## src/rtl/adc_cal_pkg.sv

```systemverilog
// Shared types and register addresses for the calibration sequencer.
// Assumes a 4-bit register address space; only addresses 0x01 and 0x02 exist.
package adc_cal_pkg;

    typedef enum logic [1:0] {
        ST_DOWN = 2'd0,
        ST_CAL  = 2'd1,
        ST_RUN  = 2'd2
    } seq_state_t;

    localparam logic [3:0] MUTE_ADDR = 4'h1;
    localparam logic [3:0] GAIN_ADDR = 4'h2;

endpackage

```

## src/rtl/adc_cal_sync.sv

```systemverilog
// Multi-flop synchronizer for the asynchronous power-down pin.
// Assumes the pin is quasi-static relative to clk; the output resets low.
module adc_cal_sync #(
    parameter int STAGES = 2
) (
    input  logic clk,
    input  logic rst_n,
    input  logic async_in,
    output logic sync_out
);

    logic [STAGES-1:0] chain_q;

    // Shift the pin through the synchronizer chain.
    always_ff @(posedge clk) begin
        if (!rst_n) chain_q <= '0;
        else        chain_q <= {chain_q[STAGES-2:0], async_in};
    end

    assign sync_out = chain_q[STAGES-1];

endmodule

```

## src/rtl/adc_cal_ctrl.sv

```systemverilog
// Sequencer state and sample counter. Leaves DOWN on the rising edge of the
// synchronized pin, counts CAL_LEN strobes in CAL, then stays in RUN.
// A low pin at any time returns to DOWN and clears the count.
// Assumes SETTLE >= 1 and CAL_LEN >= 2.
module adc_cal_ctrl
    import adc_cal_pkg::*;
#(
    parameter int CAL_LEN = 4128,
    parameter int SETTLE  = 32
) (
    input  logic       clk,
    input  logic       rst_n,
    input  logic       pdn_s,
    input  logic       smp_stb,
    output seq_state_t state,
    output logic       acc_en,
    output logic       cal_last
);

    localparam int CNT_W = $clog2(CAL_LEN);
    localparam logic [CNT_W-1:0] LAST_IDX   = CNT_W'(CAL_LEN - 1);
    localparam logic [CNT_W-1:0] SETTLE_IDX = CNT_W'(SETTLE);

    seq_state_t       state_q;
    logic [CNT_W-1:0] cnt_q;
    logic             in_cal;

    assign in_cal   = (state_q == ST_CAL);
    assign acc_en   = in_cal && smp_stb && (cnt_q >= SETTLE_IDX);
    assign cal_last = in_cal && smp_stb && (cnt_q == LAST_IDX);
    assign state    = state_q;

    // Advance the sequencer and count calibration strobes.
    always_ff @(posedge clk) begin
        if (!rst_n || !pdn_s) begin
            state_q <= ST_DOWN;
            cnt_q   <= '0;
        end else begin
            case (state_q)
                ST_DOWN: begin
                    state_q <= ST_CAL;
                    cnt_q   <= '0;
                end
                ST_CAL: begin
                    if (smp_stb) begin
                        if (cnt_q == LAST_IDX) begin
                            state_q <= ST_RUN;
                            cnt_q   <= '0;
                        end else begin
                            cnt_q <= cnt_q + 1'b1;
                        end
                    end
                end
                default: state_q <= ST_RUN;
            endcase
        end
    end

endmodule

```

## src/rtl/adc_cal_regs.sv

```systemverilog
// Control registers: mute (0x01 bit 0, resets to 1) and gain (0x02).
// Held at reset values while the synchronized pin is low; writes to the mute
// address are dropped while calibration runs.
module adc_cal_regs
    import adc_cal_pkg::*;
#(
    parameter int              DATA_W   = 8,
    parameter logic [DATA_W-1:0] GAIN_RST = 8'h0C
) (
    input  logic              clk,
    input  logic              rst_n,
    input  logic              pdn_s,
    input  logic              cal_busy,
    input  logic              wr_en,
    input  logic [3:0]        wr_addr,
    input  logic [DATA_W-1:0] wr_data,
    output logic              mute_cfg,
    output logic [DATA_W-1:0] gain_cfg
);

    logic wr_ok;

    assign wr_ok = wr_en && !(cal_busy && (wr_addr == MUTE_ADDR));

    // Hold defaults in power-down, otherwise accept permitted writes.
    always_ff @(posedge clk) begin
        if (!rst_n || !pdn_s) begin
            mute_cfg <= 1'b1;
            gain_cfg <= GAIN_RST;
        end else if (wr_ok) begin
            if (wr_addr == MUTE_ADDR) mute_cfg <= wr_data[0];
            if (wr_addr == GAIN_ADDR) gain_cfg <= wr_data;
        end
    end

endmodule

```

## src/rtl/adc_cal_offset.sv

```systemverilog
// Per-channel offset estimator: accumulates 2^AVG_LOG2 samples and stores
// the floor average when the last calibration strobe arrives.
// Assumes cal_last coincides with acc_en. Only rst_n clears the stored value.
module adc_cal_offset #(
    parameter int SAMPLE_W = 20,
    parameter int AVG_LOG2 = 12
) (
    input  logic                clk,
    input  logic                rst_n,
    input  logic                clr,
    input  logic                acc_en,
    input  logic                cal_last,
    input  logic [SAMPLE_W-1:0] sample,
    output logic [SAMPLE_W-1:0] offset
);

    localparam int ACC_W = SAMPLE_W + AVG_LOG2;

    logic signed [ACC_W-1:0] acc_q;
    logic signed [ACC_W-1:0] sum;
    logic signed [ACC_W-1:0] avg;

    assign sum = acc_q + ACC_W'($signed(sample));
    assign avg = sum >>> AVG_LOG2;

    // Accumulate calibration samples and latch the average at the end.
    always_ff @(posedge clk) begin
        if (!rst_n) begin
            acc_q  <= '0;
            offset <= '0;
        end else begin
            if (clr)         acc_q <= '0;
            else if (acc_en) acc_q <= sum;
            if (cal_last)    offset <= avg[SAMPLE_W-1:0];
        end
    end

endmodule

```

## src/rtl/adc_cal_gate.sv

```systemverilog
// Output path for one channel: subtract the offset, saturate to SAMPLE_W
// bits, and force zero unless enabled. Purely combinational.
module adc_cal_gate #(
    parameter int SAMPLE_W = 20
) (
    input  logic                en,
    input  logic [SAMPLE_W-1:0] sample,
    input  logic [SAMPLE_W-1:0] offset,
    output logic [SAMPLE_W-1:0] result
);

    localparam logic signed [SAMPLE_W:0] HI = {2'b00, {(SAMPLE_W-1){1'b1}}};
    localparam logic signed [SAMPLE_W:0] LO = {2'b11, {(SAMPLE_W-1){1'b0}}};

    logic signed [SAMPLE_W:0] diff;

    assign diff = $signed({sample[SAMPLE_W-1], sample}) - $signed({offset[SAMPLE_W-1], offset});

    // Clamp the difference and apply the enable.
    always_comb begin
        if (!en)            result = '0;
        else if (diff > HI) result = HI[SAMPLE_W-1:0];
        else if (diff < LO) result = LO[SAMPLE_W-1:0];
        else                result = diff[SAMPLE_W-1:0];
    end

endmodule

```

## src/rtl/adc_cal_seq.sv

```systemverilog
// Top level of the power-up calibration sequencer. Synchronizes the
// power-down pin, runs the calibration interval, keeps the control registers
// and gates each channel's corrected sample stream.
// Assumes smp_stb is a single-cycle pulse and raw_smp is valid while it is high.
module adc_cal_seq
    import adc_cal_pkg::*;
#(
    parameter int NUM_CH   = 2,
    parameter int SAMPLE_W = 20,
    parameter int SETTLE   = 32,
    parameter int AVG_LOG2 = 12,
    parameter int DATA_W   = 8
) (
    input  logic                             clk,
    input  logic                             rst_n,
    input  logic                             pdn_n,
    input  logic                             smp_stb,
    input  logic [NUM_CH-1:0]                pm_en,
    input  logic                             wr_en,
    input  logic [3:0]                       wr_addr,
    input  logic [DATA_W-1:0]                wr_data,
    input  logic [NUM_CH-1:0][SAMPLE_W-1:0]  raw_smp,
    output logic [NUM_CH-1:0][SAMPLE_W-1:0]  out_smp,
    output logic                             pga_mute,
    output logic                             cal_busy,
    output logic [NUM_CH-1:0][SAMPLE_W-1:0]  offset_val,
    output logic [DATA_W-1:0]                pga_gain
);

    localparam int CAL_LEN = SETTLE + (1 << AVG_LOG2);

    logic       pdn_s;
    seq_state_t state;
    logic       acc_en;
    logic       cal_last;
    logic       mute_cfg;
    logic       run_on;

    adc_cal_sync #(.STAGES(2)) u_sync (
        .clk      (clk),
        .rst_n    (rst_n),
        .async_in (pdn_n),
        .sync_out (pdn_s)
    );

    adc_cal_ctrl #(.CAL_LEN(CAL_LEN), .SETTLE(SETTLE)) u_ctrl (
        .clk      (clk),
        .rst_n    (rst_n),
        .pdn_s    (pdn_s),
        .smp_stb  (smp_stb),
        .state    (state),
        .acc_en   (acc_en),
        .cal_last (cal_last)
    );

    assign cal_busy = (state == ST_CAL);
    assign run_on   = (state == ST_RUN);

    adc_cal_regs #(.DATA_W(DATA_W), .GAIN_RST(DATA_W'(8'h0C))) u_regs (
        .clk      (clk),
        .rst_n    (rst_n),
        .pdn_s    (pdn_s),
        .cal_busy (cal_busy),
        .wr_en    (wr_en),
        .wr_addr  (wr_addr),
        .wr_data  (wr_data),
        .mute_cfg (mute_cfg),
        .gain_cfg (pga_gain)
    );

    assign pga_mute = mute_cfg | cal_busy;

    for (genvar ch = 0; ch < NUM_CH; ch++) begin : g_ch
        adc_cal_offset #(.SAMPLE_W(SAMPLE_W), .AVG_LOG2(AVG_LOG2)) u_off (
            .clk      (clk),
            .rst_n    (rst_n),
            .clr      (!cal_busy),
            .acc_en   (acc_en),
            .cal_last (cal_last),
            .sample   (raw_smp[ch]),
            .offset   (offset_val[ch])
        );

        adc_cal_gate #(.SAMPLE_W(SAMPLE_W)) u_gate (
            .en     (run_on && pm_en[ch]),
            .sample (raw_smp[ch]),
            .offset (offset_val[ch]),
            .result (out_smp[ch])
        );
    end

endmodule

```

## config.mk

```make
export PLATFORM = sky130hd
export DESIGN_NAME = adc_cal_seq
export DESIGN_NICKNAME = d
export VERILOG_FILES = /design/src/rtl/adc_cal_pkg.sv /design/src/rtl/adc_cal_sync.sv /design/src/rtl/adc_cal_ctrl.sv /design/src/rtl/adc_cal_regs.sv /design/src/rtl/adc_cal_offset.sv /design/src/rtl/adc_cal_gate.sv /design/src/rtl/adc_cal_seq.sv
export SDC_FILE = /design/constraint.sdc
export NUM_CORES = 1
export LEC_CHECK = 0
export CAP_MARGIN = 20
export CORE_AREA = 2 2 140 142
export CTS_BUF_LIST = sky130_fd_sc_hd__clkbuf_4
export DETAILED_ROUTE_END_ITERATION = 8
export DIE_AREA = 0 0 142 144
export PLACE_DENSITY = 0.83
export SLEW_MARGIN = 20
export SYNTH_ARGS = -nofsm -noshare
export SYNTH_HDL_FRONTEND = slang
export SYNTH_SLANG_ARGS = --single-unit
```

## constraint.sdc

```tcl
create_clock -name clk -period 13.1 [get_ports clk]
set_clock_uncertainty 0.2 [all_clocks]
set_input_delay 2.62 -clock clk [delete_from_list [all_inputs] [get_ports clk]]
set_output_delay 2.62 -clock clk [all_outputs]
set_load 0.02 [all_outputs]
```

# Word level (Yosys, flattened, before mapping)
# Index checks and enable logic that the tools add are counted.
# totals
regBits	130
input_bits	59
output_inout_bits	90
word_cells	57
# op_classes
n_addsub	5
order_cmp	5
eq_ne	7
mux	12
bitwise_logic	1
reduce_logical	18
# ops
cell	count
$mux W20	6
$add A32 B20 Y32	2
$gt A21 B20 Y1 const B	2
$lt A21 B20 Y1 const B	2
$sub A20 B20 Y21	2
$mux W13	2
$pmux W13 S2	1
$add A13 B1 Y13 const B	1
$eq A13 B13 Y1 const B	1
$ge A13 B6 Y1 const B	1
$reduce_and A2 Y1	5
$logic_and A1 B1 Y1	7
$eq A4 B1 Y1 const B	1
$eq A4 B2 Y1 const B	1
$mux W2	2
$pmux W2 S2	1
$logic_not A1 Y1	3
$eq A2 B1 Y1 const B	1
$eq A2 B2 Y1 const B	1
$logic_not A2 Y1	1
$ne A2 B1 Y1 const B	1
$ne A2 B2 Y1 const B	1
$reduce_bool A2 Y1	1
$logic_or A1 B1 Y1	1
$or A1 B1 Y1	1

# Logic depth before layout (Yosys ltp)
# logic_depth
ltp_word	5
mapped_depth	13
ltp_nobuf	12

# By module
# Synthesis repeated with hierarchy kept, for this count alone.
# unflattened
cells_unflattened	1499
area_unflattened_um2	11659.9
# by_module_without_submodules
module	instances	cells_each	area_per_inst_um2	seq_area_each_um2
adc_cal_offset	2	452	3704.8	1041.0
adc_cal_gate	2	218	1463.9	0.0
adc_cal_ctrl	1	104	832.0	300.3
adc_cal_regs	1	46	394.1	180.2
adc_cal_sync	1	4	52.6	40.0
adc_cal_seq	1	5	43.8	0.0

# Least setup slack after synthesis
# No wires, ideal clock.
# synth_path
kind	input to output
startpoint	input raw_smp[20] in the netlist's numbering
endpoint	output out_smp[20] in the netlist's numbering
t_arrival_ps	5417
required_time_ps	10280
setup_slack_ps	4863
cell_stages	12
path_buffers	0
cell_sequence	inv_1 > ha_1 > fa_1 > and2b_1 > o31ai_2 > a21oi_1 > o31ai_2 > o21ai_2 > a31oi_4 > o2111a_1 > a211oi_4 > a21boi_0
# synth_rtl
item	line	source
start: declaration	adc_cal_seq.sv:22	input logic [NUM_CH-1:0][SAMPLE_W-1:0] raw_smp,
end: declaration	adc_cal_seq.sv:23	output logic [NUM_CH-1:0][SAMPLE_W-1:0] out_smp,

==> flow_summary.json <==
{
  "run_status": "finished clean",
  "synth_async_sr_flop_share_pct": 0,
  "worst_hold_path.num_cells": 1,
  "slew_viol_final": 0,
  "slowest_cell_on_the_critical_path": "sky130_fd_sc_hd__clkdlybuf4s50_1",
  "die_h_um": 144,
  "grtUsageTotal_pct": 27.17,
  "overflow": 0,
  "route.detailed.vias_per_inst": 5.959,
  "maxCapViolations": 0,
  "highest-signal-layer": "met4",
  "synth-main-ff-cell": "sky130_fd_sc_hd__dfxtp_1",
  "post-route-period-util_pct": 73.18,
  "gpl.final_weighted_congestion": 0.9344,
  "standard_cell_row_count": 51,
  "ffs_latches_synth": 130,
  "io_pins": 149,
  "first_global_vias": 9590,
  "post-dp-hpwl_um": 20710,
  "finalSetupTns_ns": 0,
  "area_growth_synth_to_finish_pct": 18.52,
  "grt_max_degree": 68,
  "syn-mean-instance-area_um2": 7.606,
  "yosys_warnings": 0,
  "max_slew.worst_pin.slew_ns": 1.020,
  "post-place-cells": 1691,
  "yosys_top_cell_area_share_pct": 25.33,
  "cellLeakagePower_nw": 4.793,
  "clockBufferDepth": 2,
  "initial_core_util_pct": 53.86,
  "required_ns": 10.28,
  "cts_tree": "done",
  "post_route_cells_drive_above_1_share_pct": 4.916,
  "io_buffer_count": 148,
  "route.met3.wl_um": 1669,
  "core_area_um2": 19080,
  "timing.setup.critical_path_class": "input pin to output port",
  "antenna_left": 0,
  "synth-seq-area-share_pct": 25.33,
  "slew_headroom_pct": 32.00,
  "setup_viol": 0,
  "routed-via-count": 10270,
  "number_of_synthesized_flops_with_an_enable_pin": 0,
  "instances_no_fill": 1724,
  "vdd.ir_drop.worst_mv": 0.04868,
  "fmaxAchievable_mhz": 104.3,
  "critical_path_source_type": "input pin",
  "power_density_nw_per_um2": 65.52,
  "post_synth_main_area_contributors": "sky130_fd_sc_hd__dfxtp_1, sky130_fd_sc_hd__ha_1, sky130_fd_sc_hd__a21oi_1",
  "worstHoldPathType": "flop to flop",
  "nNetsFinal": 1639,
  "antenna_found_initial": 1,
  "die-width_um": 142,
  "cts-buffers-inserted": 17,
  "clock_sinks": 130,
  "clk-insertion-delay-late_ns": 0.57,
  "mappedNetlistArea_um2": 10280,
  "finalHoldWorstSlack_ns": 0.2472,
  "ctsResizeCount": 0,
  "postSynthCellCount": 1351,
  "post-cts-setup-buffer-count": 0,
  "worst_path_largest_cell_delay_ns": 0.64,
  "synth.most_common_cell": "sky130_fd_sc_hd__nand2_1",
  "synthesis.nets": 1518,
  "netlist_top_cells_count": "sky130_fd_sc_hd__nand2_1, sky130_fd_sc_hd__a21oi_1, sky130_fd_sc_hd__dfxtp_1, sky130_fd_sc_hd__ha_1, sky130_fd_sc_hd__nor2_1",
  "number_of_hold_buffers_added_after_cts": 0,
  "drc": 0,
  "met2_wirelength_um": 13170,
  "dr.pass1.iters": 5,
  "routed_wirelength_um": 27870,
  "ff2ff_path_depth": 12,
  "cts.root.buffer_cell": "sky130_fd_sc_hd__clkbuf_4",
  "power_uw": 798.0,
  "die-area_um2": 20450,
  "wl_per_cell_um": 16.17,
  "first_iteration_detailed_routing_drc_count": 584,
  "synth.largest_area_cell": "sky130_fd_sc_hd__dfxtp_1",
  "finalHoldViolCount": 0,
  "worstPathMaxFanout": 19,
  "post_synth_num_cell_types": 77,
  "cp.arrival_ns": 6.77,
  "n_fill_cell": 1667,
  "cp_cell_sequence": "clkdlybuf4s50_1, inv_1, ha_1, fa_1, and2b_1, o31ai_2, a21oi_1, o31ai_2, o21ai_2, a31oi_4, o2111a_1, a211oi_4, a21boi_0, clkdlybuf4s50_1",
  "cp-end-kind": "output port",
  "rsz0062_at_grt": "false",
  "setup_slack_ns": 3.514,
  "cts.clk_slew.worst_paths_ns": 0.11,
  "final_period_demand_of_the_worst_path_ns": 9.586,
  "ctsHtreeMaxLevel": 4,
  "wl_met1_um": 12380,
  "pre_cts_ws_ns": 3.527,
  "grt_pass1_wl_um": 45480
}
==> critical path, delay by kind of cell <==
kind	cells	cell delay, ns
adders and majority gates	2	0.61
and+or+nand+nor	1	0.25
AOI/OAI and AO/OA	8	2.11
buffers and inverters	3	1.17
==> placed cells by master, fill, tap and decap left out, types with 7 or more instances in the layout <==
master,Yosys,final
sky130_fd_sc_hd__nor3_1,18,17
sky130_fd_sc_hd__nand4_1,22,22
sky130_fd_sc_hd__buf_4,1,7
sky130_fd_sc_hd__o21ai_1,8,8
sky130_fd_sc_hd__o21ai_0,58,58
sky130_fd_sc_hd__xor2_1,34,34
sky130_fd_sc_hd__xnor2_1,49,49
sky130_fd_sc_hd__clkbuf_4,0,17
sky130_fd_sc_hd__or4_1,11,11
sky130_fd_sc_hd__a211oi_1,30,30
sky130_fd_sc_hd__nor4_1,7,7
sky130_fd_sc_hd__ha_1,104,104
sky130_fd_sc_hd__inv_1,70,70
sky130_fd_sc_hd__a31oi_1,10,10
sky130_fd_sc_hd__mux2i_1,13,13
sky130_fd_sc_hd__nand2_1,203,202
sky130_fd_sc_hd__a21oi_1,164,164
sky130_fd_sc_hd__dfxtp_1,130,130
sky130_fd_sc_hd__o31ai_1,9,9
sky130_fd_sc_hd__o21bai_1,7,7
sky130_fd_sc_hd__and3_1,12,11
sky130_fd_sc_hd__clkdlybuf4s50_1,0,148
sky130_fd_sc_hd__nor2b_1,16,16
sky130_fd_sc_hd__nor2_1,87,87
sky130_fd_sc_hd__o21a_1,17,17
sky130_fd_sc_hd__nand2b_1,18,18
sky130_fd_sc_hd__a21o_1,52,52
sky130_fd_sc_hd__nand3_1,48,48
==> final timing paths <==
path	startpoint	endpoint	slack, ns
max	raw_smp[20]	out_smp[21]	3.51
max reg2reg	g_ch[1].u_off.acc_q[0]$_SDFFE_PN0P_	g_ch[1].u_off.offset[18]$_SDFFE_PN0P_	9.56
min reg2reg	u_sync.chain_q[0]$_SDFF_PN0_	u_sync.chain_q[1]$_SDFF_PN0_	0.25
min	u_sync.chain_q[0]$_SDFF_PN0_	u_sync.chain_q[1]$_SDFF_PN0_	0.25
==> power breakdown <==
group | leakage, nW | internal [mW] | switching (mW)
logic | 3.60 | 0.0582 | 0.0749
clock network | 0.148 | 0.111 | 0.158
registers | 1.05 | 0.396 | 0.000345
total | 4.79 | 0.565 | 0.233
==> per-layer routing <==
layer	GRT usage, %	vias to the layer above
met3	4.305	53
met4	9.842	0
li1	-	5108
met1	33.81	4792
met2	47.60	321
met5	0	-
==> stage by stage <==
step / utilization [%] / cell area (um^2)
2_1_floorplan: - / 10280
3_3_place_gp: 62.40 / 11910
3_5_place_dp: 62.40 / 11910
4_1_cts: 63.82 / 12180
5_1_grt: 63.83 / 12180
6_report: 63.83 / 12180
==> sequential cells by signal, summed over array words and instances (netlist names) <==
name	count
u_regs.gain_cfg	8
u_sync.chain_q	2
g_ch.u_off.offset	40
u_regs.mute_cfg	1
u_ctrl.state	2
u_ctrl.cnt_q	13
g_ch.u_off.acc_q	64
==> cell families (layout without fill, tap and decap cells) <==
| family | after synthesis | in the layout | synth area share (%) |
|---|---|---|---|
| AND/OR/NAND/NOR | 477 | 477 | 21.69 |
| AO/OA/AOI/OAI | 416 | 416 | 26.43 |
| flip-flops | 130 | 130 | 25.33 |
| buffers and inverters | 123 | 257 | 4.627 |
| adder cells (fa/ha/maj) | 108 | 108 | 13.44 |
| XOR/XNOR | 83 | 83 | 7.074 |
| multiplexers | 14 | 14 | 1.412 |
| other | 0 | 1 | 0 |
==> layout make-up <==
cell class	instances	area [um^2]	share of cell area, %
Inverter	70	262.8	2.157
Sequential cell	130	2603	21.37
Tap cell	238	297.8	2.445
Clock inverter	15	143.9	1.181
Timing Repair Buffer	155	1534	12.59
Antenna cell	1	2.502	0.02055
Clock buffer	17	127.6	1.048
Multi-Input combinational cell	1098	7208	59.18
Power figures use the tool's default switching activity.
